[config.mk]
export PLATFORM = sky130hd
export DESIGN_NAME = adc_test_pattern
export DESIGN_NICKNAME = d
export VERILOG_FILES = /design/src/rtl/adc_tpg_pkg.sv /design/src/rtl/adc_tpg_lfsr.sv /design/src/rtl/adc_tpg_seq.sv /design/src/rtl/adc_test_pattern.sv
export SDC_FILE = /design/constraint.sdc
export NUM_CORES = 1
export LEC_CHECK = 0
export BUFFER_PORTS_ARGS = -buffer_cell sky130_fd_sc_hd__buf_2
export CORE_MARGIN = 5
export CORE_UTILIZATION = 60
export CTS_CLUSTER_DIAMETER = 120
export DETAILED_ROUTE_END_ITERATION = 16
export PLACE_DENSITY = 0.85
export SLEW_MARGIN = 20
export SYNTH_ARGS = -nofsm -noshare
export SYNTH_HDL_FRONTEND = slang
export SYNTH_SLANG_ARGS = --single-unit
[constraint.sdc]
create_clock -name clk -period 4.9 [get_ports clk]
set_input_delay 0.49 -clock clk [delete_from_list [all_inputs] [get_ports clk]]
set_output_delay 0.49 -clock clk [all_outputs]
set_load 0.1 [all_outputs]
[src/rtl/adc_tpg_pkg.sv]
package adc_tpg_pkg;
  typedef enum logic [3:0] {
    SEL_PASS = 4'd0,  SEL_MID  = 4'd1,  SEL_PFS  = 4'd2,  SEL_NFS  = 4'd3,
    SEL_CHK  = 4'd4,  SEL_PNL  = 4'd5,  SEL_PNS  = 4'd6,  SEL_WTOG = 4'd7,
    SEL_USER = 4'd8,  SEL_BTOG = 4'd9,  SEL_SYNC = 4'd10, SEL_WALK = 4'd11,
    SEL_MIX  = 4'd12
  } pat_sel_e;

  typedef enum logic [1:0] {
    USQ_REPEAT = 2'd0, USQ_ALT = 2'd1, USQ_ONCE = 2'd2, USQ_ALT_ONCE = 2'd3
  } user_seq_e;
endpackage

[src/rtl/adc_tpg_lfsr.sv]
module adc_tpg_lfsr #(
  parameter int LEN = 23,
  parameter int TAP = 18,
  parameter int W   = 14
) (
  input  logic         clk,
  input  logic         rst_n,
  input  logic         clr_i,
  output logic [W-1:0] word_o
);
  logic [LEN-1:0] st_q;
  logic           fb_bit;

  assign fb_bit = st_q[LEN-1] ^ st_q[TAP-1];

  always_ff @(posedge clk or negedge rst_n) begin
    if (!rst_n)     st_q <= '1;
    else if (clr_i) st_q <= '1;
    else            st_q <= {st_q[LEN-2:0], fb_bit};
  end

  for (genvar i = 0; i < W; i++) begin : g_map
    assign word_o[i] = st_q[i % LEN];
  end

  // a reseed strobe loads the all-ones seed on the following clock
  assert_reseed_R4: assert property (@(posedge clk) disable iff (!rst_n)
    clr_i |=> (st_q == '1));
  // without a strobe the register shifts by one place
  assert_shift_R5: assert property (@(posedge clk) disable iff (!rst_n)
    !clr_i |=> (st_q[LEN-1:1] == $past(st_q[LEN-2:0])));
endmodule

[src/rtl/adc_tpg_seq.sv]
module adc_tpg_seq #(
  parameter int W = 14,
  localparam int PW = $clog2(W)
) (
  input  logic          clk,
  input  logic          rst_n,
  input  logic          restart_i,
  output logic [3:0]    k_o,
  output logic [PW-1:0] pos_o,
  output logic [1:0]    once_o
);
  logic [3:0]    k_q;
  logic [PW-1:0] pos_q;
  logic [1:0]    once_q;

  assign k_o    = restart_i ? '0 : k_q;
  assign pos_o  = restart_i ? '0 : pos_q;
  assign once_o = restart_i ? '0 : once_q;

  always_ff @(posedge clk or negedge rst_n) begin
    if (!rst_n) begin
      k_q    <= '0;
      pos_q  <= '0;
      once_q <= '0;
    end else begin
      k_q    <= k_o + 4'd1;
      pos_q  <= (pos_o == PW'(W - 1)) ? '0 : pos_o + PW'(1);
      once_q <= (once_o == 2'd2) ? 2'd2 : once_o + 2'd1;
    end
  end

  // the once-only counter saturates at two words
  assert_once_sat_R7: assert property (@(posedge clk) disable iff (!rst_n)
    once_q != 2'd3);
  // the walking position stays inside the word
  assert_walk_range_R11: assert property (@(posedge clk) disable iff (!rst_n)
    pos_q < PW'(W));
endmodule

[src/rtl/adc_test_pattern.sv]
module adc_test_pattern
  import adc_tpg_pkg::*;
#(
  parameter int W = 14,
  localparam int PW = $clog2(W)
) (
  input  logic         clk,
  input  logic         rst_n,
  input  logic [W-1:0] smp_i,
  input  logic [3:0]   pat_sel_i,
  input  logic [1:0]   user_seq_i,
  input  logic         pn_long_clr_i,
  input  logic         pn_short_clr_i,
  input  logic [W-1:0] user_a_i,
  input  logic [W-1:0] user_b_i,
  output logic [W-1:0] dout_o,
  output logic         dvalid_o
);
  function automatic logic [W-1:0] checker_word(input logic ph);
    for (int i = 0; i < W; i++) checker_word[i] = (i % 2 == 1) ^ ph;
  endfunction

  function automatic logic [W-1:0] mixed_word(input logic [3:0] k);
    for (int i = 0; i < W; i++) mixed_word[i] = k[i % 4];
  endfunction

  function automatic logic [W-1:0] user_word(input logic [1:0] seq, input logic [3:0] k,
                                             input logic [1:0] n, input logic [W-1:0] a,
                                             input logic [W-1:0] b);
    case (user_seq_e'(seq))
      USQ_REPEAT:   user_word = a;
      USQ_ALT:      user_word = k[0] ? b : a;
      USQ_ONCE:     user_word = (n == 2'd0) ? a : '0;
      default:      user_word = (n == 2'd0) ? a : (n == 2'd1) ? b : '0;
    endcase
  endfunction

  logic [3:0]    sel_q;
  logic [1:0]    useq_q;
  logic          restart;
  logic [3:0]    k;
  logic [PW-1:0] pos;
  logic [1:0]    once_n;
  logic [W-1:0]  pn_long_w, pn_short_w, pat_w;

  assign restart = (pat_sel_i != sel_q) ||
                   ((pat_sel_i == SEL_USER) && (user_seq_i != useq_q));

  adc_tpg_seq #(.W(W)) seq_i (
    .clk(clk), .rst_n(rst_n), .restart_i(restart),
    .k_o(k), .pos_o(pos), .once_o(once_n)
  );

  adc_tpg_lfsr #(.LEN(23), .TAP(18), .W(W)) pn_long_i (
    .clk(clk), .rst_n(rst_n), .clr_i(pn_long_clr_i), .word_o(pn_long_w)
  );

  adc_tpg_lfsr #(.LEN(9), .TAP(5), .W(W)) pn_short_i (
    .clk(clk), .rst_n(rst_n), .clr_i(pn_short_clr_i), .word_o(pn_short_w)
  );

  always_comb begin
    case (pat_sel_i)
      SEL_PASS: pat_w = smp_i;
      SEL_MID:  pat_w = W'(1) << (W - 1);
      SEL_PFS:  pat_w = '1;
      SEL_NFS:  pat_w = '0;
      SEL_CHK:  pat_w = checker_word(k[0]);
      SEL_PNL:  pat_w = pn_long_w;
      SEL_PNS:  pat_w = pn_short_w;
      SEL_WTOG: pat_w = k[0] ? '0 : '1;
      SEL_USER: pat_w = user_word(user_seq_i, k, once_n, user_a_i, user_b_i);
      SEL_BTOG: pat_w = W'(!k[0]);
      SEL_SYNC: pat_w = W'({(W / 2){1'b1}});
      SEL_WALK: pat_w = W'(1) << pos;
      SEL_MIX:  pat_w = mixed_word(k);
      default:  pat_w = '0;
    endcase
  end

  always_ff @(posedge clk or negedge rst_n) begin
    if (!rst_n) begin
      sel_q    <= '0;
      useq_q   <= '0;
      dout_o   <= '0;
      dvalid_o <= 1'b0;
    end else begin
      sel_q    <= pat_sel_i;
      useq_q   <= user_seq_i;
      dout_o   <= pat_w;
      dvalid_o <= 1'b1;
    end
  end

  assert_reset_R1: assert property (@(posedge clk) !rst_n |-> (dout_o == '0 && !dvalid_o));
  assert_pass_R1: assert property (@(posedge clk) disable iff (!rst_n)
    (dvalid_o && $past(pat_sel_i) == 4'd0) |-> dout_o == $past(smp_i));
  assert_full_scale_R2: assert property (@(posedge clk) disable iff (!rst_n)
    (dvalid_o && $past(pat_sel_i) == 4'd2) |-> dout_o == '1);
  assert_word_toggle_R3: assert property (@(posedge clk) disable iff (!rst_n)
    (dvalid_o && $past(pat_sel_i) == 4'd7) |-> (dout_o == '1 || dout_o == '0));
  assert_one_hot_R11: assert property (@(posedge clk) disable iff (!rst_n)
    (dvalid_o && $past(pat_sel_i) == 4'd11) |-> $countones(dout_o) == 1);
  assert_spare_zero_R13: assert property (@(posedge clk) disable iff (!rst_n)
    (dvalid_o && $past(pat_sel_i) >= 4'd13) |-> dout_o == '0);
endmodule

==> results.yml <==
final_layout:
  fin_nets: 480
  num_antenna_cells: 0
  syn_to_final_growth_pct: 14.0
  drive_gt1_share_pct: 38.2
  instances_no_fill: 502
  final_area_sq_um: 4060
  final_util_pct: 69.4
critical_path:
  path_class: "primary input to flip-flop"
  crit_start: "user_seq_i[1]"
  reg2reg_slack_ns: 1.53
  max_stage_delay_ns: 0.63
  crit_path_end: "dout_o[3]"
  critPathLaunchType: "primary input"
  cp_top_family: "compound AO/OA/AOI/OAI gates"
  r2r_start: "useq_q[1]"
  cp_num_cells: 11
  required_ns: 5.13
  cp-end-kind: "flip-flop"
  crit_arrival_ns: 3.76
  worst-path-max-fanout: 32
  slowest_stage: "o21ai_2"
  crit_top_cell: "nand2_1"
  r2r_end: "dout_o[3]"
  path_buf_inv: 1
  r2r_cells: 10
  worstPathCellList: "buf_2 -> xor2_1 -> o21ai_2 -> and2_1 -> nand2_1 -> ha_1 -> nand2b_1 -> o21ai_0 -> a22o_1 -> nand2_1 -> o311ai_1"
timing:
  worst_slew_pin_slew_ns: 0.777
  finalSetupViolCount: 0
  min_period_ns: 3.53
  finalHoldViolCount: 0
  skew_ns: 0.0135
  fin_crit_sh_pct: 72.0
  fmax_mhz: 283
  report.final.slew_viol_count: 0
  tns_ns: 0
  max-slew-margin-rel_pct: 48.2
  rsz0062_at_grt: "no"
global_routing:
  track_usage_pct: 26.2
  grt_pass1_wl_um: 15200
  first_global_vias: 3038
  antenna_found_initial: 0
  grt_max_degree: 64
  globalRouteOverflowTotal: 0
clock_network:
  ctsHtreeMaxLevel: 3
  clk_pin_slew_ns: 0.08
  cts_setup_buffers: 0
  cts_buffer_depth: 2
  cts_hold_buf: 0
  cts_inserted_buffers: 9
  worstSkewPairLatency_ns: 0.36
  cts_tree: "yes"
  clock-root-buffer: "clkbuf_8"
  cts.sinks: 63
  cts_resized: 0
pwr:
  clockPowerShare_pct: 33.7
  total_power_uw: 1260
  p_per_area_nw_per_um2: 310
  ir_drop_v: 0.000199
  total_leakage_power_uw: 0.00175
  p_switching_uw: 444
  p_int_uw: 815
  p_sw_share_pct: 35.3
  pwr-share-seq_pct: 44.4
  comb_power_share_pct: 21.9
route:
  drc_errors: 0
  via_count: 3196
  first_iter_violations: 411
  first_pass_iters: 7
  wl_per_cell_um: 19.0
  vias_per_cell: 6.37
  drtAntennaViolNets: 0
  routed_wirelength_um: 9520
synthesis:
  synth-seq-cells: 63
  synthArstFlopShare_pct: 100
  synth-edff-count: 0
  syn_inst: 368
  synth.avg_cell_area_sq_um: 9.67
  synthesis.area_sq_um: 3560
  synth_nets: 426
  yosysWarnings: 0
  yosysSeqAreaShare_pct: 45.4
  synth-main-ff-cell: "dfstp_2"
  ys_types: 54
placement:
  numPortBuffers: 66
  place_area_sq_um: 3880
  place_congestion: 0.893
  dpl.cell_count: 486
  hpwlAfterDp_um: 6590
floorplanning:
  io_pins: 67
  die_w_um: 87.0
  die_area_sq_um: 7570
  die_h_um: 87.0
  fp.coreArea_sq_um: 5850
  rows: 28
  initial_utilization_pct: 60.8
status:
  status: "finished clean"
flow_run:
  maxCapViolations: 0
min_path:
  hold_class: "primary input to async pin"
placed cells by master (no fill, tap or decap), drive strengths merged, types with 2 or more instances in the layout:
| master | synthesis | routed |
|---|---|---|
| a21oi | 6 | 6 |
| a221oi | 3 | 3 |
| a222oi | 9 | 9 |
| a22o | 15 | 15 |
| a22oi | 3 | 3 |
| a311oi | 2 | 2 |
| a31oi | 5 | 5 |
| and3 | 7 | 7 |
| buf | 11 | 71 |
| clkbuf | 17 | 10 |
| clkinv | 0 | 2 |
| dfrtp | 31 | 31 |
| dfstp | 32 | 32 |
| ha | 6 | 6 |
| inv | 21 | 24 |
| nand2 | 27 | 27 |
| nand2b | 9 | 9 |
| nand3 | 10 | 10 |
| nand3b | 3 | 3 |
| nand4 | 13 | 13 |
| nor2 | 21 | 21 |
| nor2b | 3 | 3 |
| nor3 | 6 | 6 |
| nor4 | 2 | 2 |
| o2111ai | 9 | 9 |
| o211ai | 5 | 5 |
| o21a | 2 | 2 |
| o21ai | 18 | 18 |
| o311ai | 2 | 2 |
| o31ai | 7 | 7 |
| or2 | 36 | 36 |
| xnor2 | 4 | 4 |
| xor2 | 7 | 7 |
sequential cells by signal (all words and copies together) (netlist names):
name and count:
useq_q 2, dvalid_o 1, pn_long_i.st_q 23, seq_i.k_q 4, dout_o 14, pn_short_i.st_q 9
seq_i.once_q 2, seq_i.pos_q 4, sel_q 4
worst min-delay path by stage:
stage / from / endpoint / cells past startpoint
final: rst_n / seq_i.k_q[3] / 2
after CTS: rst_n / seq_i.pos_q[0] / 2
after detailed placement: pn_long_i.st_q[22] / pn_long_i.st_q[0] / 2
after global placement: pn_long_i.st_q[22] / pn_long_i.st_q[0] / 2
after floorplan: rst_n / dout_o[0] / 0
after global routing: rst_n / seq_i.k_q[3] / 2
layout make-up:
class	count	area, sq um
fill	455	1790
multi-input combinational	256	1720
sequential	63	1620
timing repair buffer	71	368
clock buffer	10	138
tap	75	93.8
inverter	21	78.8
clock inverter	6	42.5
per-layer routing:
metal  GRT usage (%)  part of all wire, %
met1            33.9                   41
met2            41.5                   48
met3            7.28                  7.9
met4            10.5                  3.6
met5               0                    0
power groups by stage:
stage	clock network, uW	registers (uW)	logic, uW
3_3_place_gp	0	568	269
5_1_grt	452	562	293
6_report	424	559	276
4_1_cts	427	559	275
2_1_floorplan	0	670	93.5
3_5_place_dp	0	567	274
synth_stat cells (9+ instances only):
cell type	n	share of area [%]
a222oi_1	9	2.5
a22o_1	15	3.7
clkbuf_1	17	1.8
dfrtp_1	31	22
dfstp_2	32	24
inv_1	20	2.1
nand2_1	27	2.8
nand2b_1	9	1.6
nand3_1	10	1.4
nand4_1	13	2.3
nor2_1	21	2.2
o2111ai_1	9	2.2
o21ai_0	17	2.4
or2_2	36	6.3
cell families after synthesis:
| family | synth area share (%) |
|---|---|
| mux | 0.316 |
| fa+ha+maj | 2.11 |
| compound gates | 20.3 |
| buf+inv | 6.22 |
| xor+xnor | 2.71 |
| simple gates | 22.8 |
| other cells | 0.105 |
| flops | 45.4 |
per-stage QoR:
step	hold slack [ns]	worst slack (ns)
3_5_place_dp	0.551	1.19
2_1_floorplan	0.194	2.15
3_3_place_gp	0.525	1.37
6_report	0.307	1.37
5_1_grt	0.374	1.10
4_1_cts	0.325	1.41
Power figures use the tool's default switching activity.
